$ cat config.mk
export PLATFORM = sky130hd
export DESIGN_NAME = scl_phase_divider
export DESIGN_NICKNAME = d
export VERILOG_FILES = /design/src/rtl/scl_div_pkg.sv /design/src/rtl/scl_div_datapath.sv /design/src/rtl/scl_div_ctrl.sv /design/src/rtl/scl_phase_divider.sv
export SDC_FILE = /design/constraint.sdc
export NUM_CORES = 1
export LEC_CHECK = 0
export BUFFER_PORTS_ARGS = -buffer_cell sky130_fd_sc_hd__buf_4
export CAP_MARGIN = 20
export CORE_MARGIN = 2
export CORE_UTILIZATION = 32
export CTS_CLUSTER_SIZE = 10
export DETAILED_ROUTE_END_ITERATION = 8
export PLACE_DENSITY = 0.56
export SLEW_MARGIN = 20
export SYNTH_ARGS = -nofsm -noshare
export SYNTH_HDL_FRONTEND = slang
export SYNTH_SLANG_ARGS = --single-unit
$ cat constraint.sdc
create_clock -name clk -period 4.26 [get_ports clk]
set_input_delay 0.852 -clock clk [delete_from_list [all_inputs] [get_ports clk]]
set_output_delay 0.852 -clock clk [all_outputs]
set_load 0.005 [all_outputs]
$ cat src/rtl/scl_div_pkg.sv
package scl_div_pkg;

  // Commands from the phase controller to the counting datapath
  typedef struct packed {
    logic clearPos;   // restart the position counter at zero
    logic latchDiv;   // copy the held divider word into the active counts
    logic selHigh;    // compare against the high-phase count
  } div_ctrl_t;

endpackage

$ cat src/rtl/scl_div_datapath.sv
module scl_div_datapath
  import scl_div_pkg::*;
#(
  parameter int CNT_W = 16,
  parameter int UNIT  = 8
) (
  input  logic               clk,
  input  logic               rst_n,
  input  logic               divLoad,
  input  logic [2*CNT_W-1:0] divValue,
  input  div_ctrl_t          ctrl,
  output logic               posZero,
  output logic               posMid,
  output logic               posLast
);
  localparam int UNIT_W = $clog2(UNIT);
  localparam int POS_W  = CNT_W + UNIT_W;

  logic [CNT_W-1:0] pendLo, pendHi, actLo, actHi;
  logic [CNT_W-1:0] nextLo, nextHi, curCnt;
  logic [CNT_W:0]   cntPlus;
  logic [POS_W-1:0] pos, lastPos, midPos;

  // Held word, with a same-cycle load bypass so that it lands on a phase start
  assign nextLo = divLoad ? divValue[CNT_W-1:0]       : pendLo;
  assign nextHi = divLoad ? divValue[2*CNT_W-1:CNT_W] : pendHi;

  always_ff @(posedge clk or negedge rst_n) begin
    if (!rst_n) begin
      pendLo <= '0;
      pendHi <= '0;
    end else begin
      pendLo <= nextLo;
      pendHi <= nextHi;
    end
  end

  always_ff @(posedge clk or negedge rst_n) begin
    if (!rst_n) begin
      actLo <= '0;
      actHi <= '0;
    end else if (ctrl.latchDiv) begin
      actLo <= nextLo;
      actHi <= nextHi;
    end
  end

  // Phase length is UNIT*(count+1); the last position is that minus one
  assign curCnt  = ctrl.selHigh ? actHi : actLo;
  assign cntPlus = {1'b0, curCnt} + {{CNT_W{1'b0}}, 1'b1};
  assign lastPos = {curCnt, {UNIT_W{1'b1}}};
  assign midPos  = POS_W'(cntPlus) << (UNIT_W - 1);

  always_ff @(posedge clk or negedge rst_n) begin
    if (!rst_n)             pos <= '0;
    else if (ctrl.clearPos) pos <= '0;
    else                    pos <= pos + POS_W'(1);
  end

  assign posZero = (pos == '0);
  assign posMid  = (pos == midPos);
  assign posLast = (pos == lastPos);

endmodule

$ cat src/rtl/scl_div_ctrl.sv
module scl_div_ctrl
  import scl_div_pkg::*;
(
  input  logic      clk,
  input  logic      rst_n,
  input  logic      enable,
  input  logic      posZero,
  input  logic      posMid,
  input  logic      posLast,
  output div_ctrl_t ctrl,
  output logic      sclOut,
  output logic      phaseHigh,
  output logic      tickSdaChange,
  output logic      tickSclRise,
  output logic      tickSdaSample,
  output logic      tickSclFall,
  output logic      tickPeriodEnd
);
  logic running, inHigh;

  always_ff @(posedge clk or negedge rst_n) begin
    if (!rst_n) begin
      running <= 1'b0;
      inHigh  <= 1'b0;
    end else if (!enable) begin
      running <= 1'b0;
      inHigh  <= 1'b0;
    end else if (!running) begin
      running <= 1'b1;
      inHigh  <= 1'b0;
    end else if (posLast) begin
      inHigh  <= ~inHigh;
    end
  end

  always_comb begin
    ctrl.clearPos = !enable || !running || posLast;
    ctrl.latchDiv = enable && (!running || (posLast && inHigh));
    ctrl.selHigh  = inHigh;
  end

  assign phaseHigh     = running && inHigh;
  assign sclOut        = !running || inHigh;
  assign tickSclFall   = running && !inHigh && posZero;
  assign tickSdaChange = running && !inHigh && posMid;
  assign tickSclRise   = running &&  inHigh && posZero;
  assign tickSdaSample = running &&  inHigh && posMid;
  assign tickPeriodEnd = running &&  inHigh && posLast;

endmodule

$ cat src/rtl/scl_phase_divider.sv
module scl_phase_divider
  import scl_div_pkg::*;
#(
  parameter int CNT_W = 16,
  parameter int UNIT  = 8
) (
  input  logic               clk,
  input  logic               rst_n,
  input  logic               enable,
  input  logic               divLoad,
  input  logic [2*CNT_W-1:0] divValue,
  output logic               sclOut,
  output logic               phaseHigh,
  output logic               tickSdaChange,
  output logic               tickSclRise,
  output logic               tickSdaSample,
  output logic               tickSclFall,
  output logic               tickPeriodEnd
);
  div_ctrl_t ctrl;
  logic posZero, posMid, posLast;

  scl_div_datapath #(.CNT_W(CNT_W), .UNIT(UNIT)) dp_i (
    .clk(clk), .rst_n(rst_n), .divLoad(divLoad), .divValue(divValue),
    .ctrl(ctrl), .posZero(posZero), .posMid(posMid), .posLast(posLast)
  );

  scl_div_ctrl ctl_i (
    .clk(clk), .rst_n(rst_n), .enable(enable),
    .posZero(posZero), .posMid(posMid), .posLast(posLast),
    .ctrl(ctrl), .sclOut(sclOut), .phaseHigh(phaseHigh),
    .tickSdaChange(tickSdaChange), .tickSclRise(tickSclRise),
    .tickSdaSample(tickSdaSample), .tickSclFall(tickSclFall),
    .tickPeriodEnd(tickPeriodEnd)
  );

endmodule

==> flow_summary_export.csv, run 1 <==
group,metric,value,unit
outcome,outcome,"finished clean",
timing,fin_crit,3990,ps
critical_path,worst-r2r-cell-count,9,
logic_synthesis,synthFlopType,"dfrtp_1",
logic_synthesis,synth_area_leaders,"dfrtp_1, mux2_2, xnor2_1",
final_layout,layoutNonFillerInstCount,610,
clock_tree,h-tree-depth,3,
logic_synthesis,synth_area_leader_cell,"dfrtp_1",
critical_path,reg2reg_slack,1010,ps
logic_synthesis,yosysTopAreaCellShare,47.3,%
routing,antenna_left,0,
clock_tree,numCtsBuffers,9,
global_routing,grtUsageMet2,22.0,%
placed_design,port_buffers,42,
timing,drv_slew,0,
critical_path,worstReg2RegStart,"ctl_i.inHigh",
logic_synthesis,ys_seq_elements,85,
critical_path,crit_top_cell,"buf_4",
critical_path,r2r-end,"dp_i.actHi[0]",
timing,fin_skew,7.78,ps
critical_path,critPathKind,"flip-flop to primary output",
logic_synthesis,synth_nets,434,
routing,drc,0,
die,start_util,32.6,%
timing,worst_slew_margin_rel,47.1,%
final_layout,drive_gt1_share,30.0,%
final_layout,final_core_utilization,37.8,%
logic_synthesis,synth.avg_cell_area,11.4,um2
critical_path,worst-path-stages,9,
routing,drt-initial-drc-count,204,
global_routing,grt_pass1_vias,2998,
routing,vias,2956,
critical_path,critPathTopFamily,"simple AND/OR/NAND/NOR gates",
global_routing,top_usage_layer,"met2",
critical_path,end_kind,"primary output",
global_routing,grtUsageMet1,17.3,%
global_routing,grt-ovfl-total,0,
routing,drt_pre_antenna_iters,4,
timing,fin_setup_tns,0,ps
timing,timing.final.hold_violations,0,
logic_synthesis,synth.most_common_cell,"dfrtp_1",
die,core_area,0.0138,mm2
final_layout,area_delta_synth_final,15.7,%
global_routing,grt_usage,13.6,%
routing,routed_via_density,4.85,
critical_path,cp.arrival,3140,ps
critical_path,cp-start-kind,"flip-flop",
logic_synthesis,synth-seq-area-share,47.3,%
clock_tree,cts_max_path_buffers,2,
global_routing,grt.met3_usage,4.18,%
global_routing,grt_max_degree,45,
clock_tree,cts_tree,"done",
final_layout,fillers,1368,
logic_synthesis,ys_types,46,
power_and_ir_drop,ir_drop,0.000161,V
clock_tree,clk_latency,350,ps
final_layout,diodes,0,
min_path,min_path_type,"input pin to asynchronous set/reset pin",
logic_synthesis,syn_area,0.00449,mm2
global_routing,grt_pass1_wl,15.5,mm
logic_synthesis,synthTopCellsByCount,"dfrtp_1, mux2_2, xnor2_1, nor2_1, nand2_1",
timing,max_freq,0.251,GHz
logic_synthesis,synthArstFlopShare,100,%
critical_path,path_cells,"buf_4, buf_4, mux2i_1, xnor2_1, nor3b_1, a2111oi_0, or4_1, nor4_1, buf_4",
clock_tree,cts-root-buf,"clkbuf_16",
run,drv_cap,0,
clock_tree,postCtsSetupRepairBufs,0,
power_and_ir_drop,p_per_area,396,mW/mm2
routing,wire_per_inst,15.2,um
logic_synthesis,yosysWarnings,0,
power_and_ir_drop,leakage,0.00208,uW
placed_design,place_inst,595,
timing,finalCritPeriodShare,93.7,%
global_routing,antenna_found_initial,0,
logic_synthesis,synth-edff-count,0,
die,fp.dieW,123,um
critical_path,slowest_delay,590,ps
logic_synthesis,syn-instance-count,395,
placed_design,place_hpwl,6.78,mm
clock_tree,postCtsHoldBufs,0,
clock_tree,numClockSinks,85,
critical_path,cpMaxStageDelayCell,"or4_1",
die,dieArea,0.0150,mm2
die,die_h,123,um
critical_path,crit_buf_inv,3,
final_layout,layout.nets,465,
critical_path,crit_required,3410,ps
timing,setup_viol,0,
clock_tree,path_clk_slew,60,ps
timing,tightest_slew,793,ps
critical_path,critPathMaxFanout,26,
die,pin_count,43,
die,rows,43,
placed_design,gp_congestion,0.862,
routing,drt_wl_total,9.30,mm
cells by family (layout without fill, tap and decap cells):
group                      Yosys count  count (layout)  synth area share, %
AOI/OAI and AO/OA                   26              26                 4.43
xor gates and xnor gates            57              57                 11.1
adders and majority gates            3               3                0.835
buffers and inverters               33              68                 3.65
DFF                                 85              85                 47.3
muxes                               81              81                 19.9
and+or+nand+nor                    110             110                 12.8
state kept, by name, summed over array words and instances, names as in the netlist:
| register | flops |
|---|---|
| dp_i.actHi | 16 |
| ctl_i.running | 1 |
| dp_i.actLo | 16 |
| dp_i.pendLo | 16 |
| dp_i.pendHi | 16 |
| ctl_i.inHigh | 1 |
| dp_i.pos | 19 |
how the worst max path moves through the flow:
stage	from	to	slack, ps
after floorplan	ctl_i.inHigh	tickSdaChange	900
after global placement	ctl_i.inHigh	tickSdaChange	680
after detailed placement	ctl_i.inHigh	tickSdaChange	610
after CTS	ctl_i.inHigh	tickSdaChange	220
after global routing	ctl_i.inHigh	tickSdaChange	-4
final	ctl_i.inHigh	tickSdaSample	270
routing by layer:
layer	share of wire (%)	routed length (um)	vias to the layer above
met2	49	4560	46
li1	-	-	1443
met4	1.4	132	0
met1	46	4300	1455
met5	0	0	-
met3	3.3	309	12
final cells by class:
| class | count | area (um2) | share of cell area (%) |
|---|---|---|---|
| clock inverter | 5 | 37.5 | 0.722 |
| sequential | 85 | 2130 | 40.9 |
| multi-input combinational | 277 | 2210 | 42.5 |
| tap | 180 | 225 | 4.33 |
| inverter | 7 | 26.3 | 0.505 |
| timing repair buffer | 46 | 345 | 6.64 |
| clock buffer | 10 | 229 | 4.40 |
where the power goes:
| group | switching (uW) | internal (uW) |
|---|---|---|
| Clock | 324 | 393 |
| Combinational | 176 | 193 |
| Sequential | 74.0 | 898 |
cells in the final DEF, fill, tap and decap left out, types with 3 or more instances in the layout:
master and instances:
dfrtp_1 85, mux2_2 62, buf_4 46, xnor2_1 41, nor2_1 27, nand2_1 21
xor2_1 16, mux2i_1 13, nand3_1 13, nand4_1 11, clkbuf_16 9, inv_1 7
nor3_1 7, nor4_1 6, a21oi_1 6, and2_1 4, and3_1 4, o21ai_0 4
mux2_1 4, nand4b_1 3, ha_1 3
metrics by stage:
| stage | setup WS (ps) | instance area (um2) | hold WS (ps) | power (uW) |
|---|---|---|---|---|
| 6_report | 270 | 5200 | 487 | 2060 |
| 5_1_grt | -3.60 | 5200 | 509 | 2180 |
| 4_1_cts | 222 | 5190 | 497 | 2080 |
| 3_5_place_dp | 606 | 4930 | 484 | 1360 |
| 3_3_place_gp | 681 | 4930 | 470 | 1350 |
| 2_1_floorplan | 900 | 4490 | 446 | 1240 |
timing repair:
action / 4_1_cts / 5_1_grt
endpoints found under the hold margin: 0 / 0
resized for setup: 0 / 2
endpoints found under the setup margin: 0 / 1
No activity file was read; power rests on OpenSTA's default activity.
==> run 2: changes to the inputs <==
Settings changed: CORE_UTILIZATION 32 to 50, PLACE_DENSITY 0.56 to 0.77.
==> flow_summary_export.csv, run 2 (same netlist as run 1, synthesis figures left out) <==
group,metric,value,unit
clock_tree,postCtsHoldBufs,0,
min_path,hold_path_depth,1,
final_layout,largest_reg_flops,19,
routing,wire_per_inst,16.3,um
global_routing,grt_usage,19.7,%
outcome,outcome,"finished clean",
global_routing,grt_pass1_vias,3120,
final_layout,final_core_utilization,57.7,%
die,fp.dieW,98.8,um
die,core_area,0.00872,mm2
critical_path,path_cells,"buf_6, mux2_2, ha_1, nand4_1, o22ai_2, and2_1, a31oi_1, or4_1, nor4_2, buf_4",
die,die_h,98.8,um
global_routing,grt-ovfl-total,0,
global_routing,grt_max_degree,86,
critical_path,crit_required,3410,ps
timing,finalCritPeriodShare,95.7,%
critical_path,cp.arrival,3220,ps
timing,timing.final.hold_violations,0,
critical_path,endpoint,"tickSdaChange",
critical_path,worstReg2RegStart,"ctl_i.inHigh",
critical_path,end_kind,"primary output",
routing,drt_wl_total,8.76,mm
routing,drc,0,
final_layout,final_cell_mix,"dfrtp_1, mux2_2, buf_4, xnor2_1, nor2_1",
clock_tree,numCtsBuffers,9,
critical_path,cp-start-kind,"flip-flop",
final_layout,layout.nets,464,
routing,vias,2993,
die,dieArea,0.00976,mm2
critical_path,slowest_delay,600,ps
final_layout,drive_gt1_share,30.5,%
timing,setup_viol,0,
min_path,min_path_type,"flip-flop to flip-flop",
global_routing,grt_pass1_wl,15.2,mm
final_layout,layoutNonFillerInstCount,537,
clock_tree,clk_latency,350,ps
die,pin_count,43,
critical_path,reg2reg_slack,1110,ps
final_layout,area_delta_synth_final,11.9,%
clock_tree,numClockSinks,85,
global_routing,antenna_found_initial,0,
die,rows,34,
critical_path,r2r-end,"dp_i.actLo[5]",
timing,drv_slew,0,
routing,drt-initial-drc-count,102,
timing,rsz0062_at_grt,"false",
clock_tree,path_clk_slew,90,ps
clock_tree,cts-root-buf,"clkbuf_8",
final_layout,diodes,0,
die,start_util,51.5,%
placed_design,place_inst,522,
min_path,min_from,"dp_i.pendLo[5]",
critical_path,critPathKind,"flip-flop to primary output",
timing,tightest_slew,754,ps
critical_path,cpMaxStageDelayCell,"or4_1",
clock_tree,cts_tree,"done",
critical_path,critPathTopFamily,"simple AND/OR/NAND/NOR gates",
critical_path,worst-r2r-cell-count,8,
power_and_ir_drop,ir_drop,0.000252,V
critical_path,cp-startpoint,"ctl_i.inHigh",
placed_design,port_buffers,42,
timing,fin_setup_tns,0,ps
timing,fin_crit,4080,ps
timing,worst_slew_margin_rel,49.8,%
final_layout,final_common_cell,"dfrtp_1",
clock_tree,h-tree-depth,3,
timing,fin_skew,14.3,ps
critical_path,critPathMaxFanout,15,
routing,routed_via_density,5.57,
placed_design,place_hpwl,6.29,mm
final_layout,top_register,"dp_i.pos",
routing,drt_pre_antenna_iters,4,
routing,antenna_left,0,
placed_design,gp_congestion,0.878,
critical_path,worst-path-stages,10,
timing,max_freq,0.245,GHz
clock_tree,cts_max_path_buffers,2,
run,drv_cap,0,
power_and_ir_drop,leakage,0.00202,uW
critical_path,crit_buf_inv,2,
power_and_ir_drop,p_per_area,368,mW/mm2
run 2: cell count changes in the layout (fill, tap and decap cells not counted), sizes merged:
cell | previous run | this run
buf | 46 | 45
inv | 8 | 9
clkbuf | 10 | 9
run 2: power by group:
part	switching [uW]	leakage, uW	internal [uW]
Combinational	178	0.000902	191
Clock	301	0.0000821	213
Sequential	71.9	0.00104	897
run 2: how the worst min path moves through the flow:
| stage | end | slack (ps) |
|---|---|---|
| 6_report | dp_i.pendLo[5] | 500 |
| 5_1_grt | dp_i.pendHi[4] | 510 |
| 4_1_cts | dp_i.pendLo[5] | 500 |
| 3_5_place_dp | dp_i.pendLo[5] | 480 |
| 3_3_place_gp | dp_i.pos[0] | 470 |
| 2_1_floorplan | dp_i.pos[0] | 450 |
run 2: final cells by class:
type,count,area (um2)
Inverter,7,26.3
Fill cell,747,3690
Multi-Input combinational cell,277,2220
Timing Repair Buffer,45,345
Sequential cell,85,2130
Clock inverter,6,46.3
Clock buffer,9,124
Tap cell,108,135
run 2: layer usage:
metal | GRT usage [%] | share of wire (%) | vias to the layer above
li1 | - | - | 1436
met1 | 25.9 | 45 | 1463
met2 | 32.6 | 49 | 73
met3 | 2.98 | 3.6 | 21
met4 | 8.64 | 3.0 | 0
met5 | 0 | 0 | -
run 2: per-stage QoR:
stage          total power [uW]  setup WS (ps)  area (um2)  hold WS (ps)
2_1_floorplan              1240            900        4490           446
3_3_place_gp               1340            551        4830           474
3_5_place_dp               1350            494        4830           483
4_1_cts                    1870           87.2        5000           500
5_1_grt                    1960           34.2        5030           512
6_report                   1850            183        5030           497
run 2: timing repair:
action,4_1_cts,5_1_grt
setup buffers,0,0
endpoints found under the setup margin,0,2
gates resized for setup,0,6
hold endpoints to repair,0,0
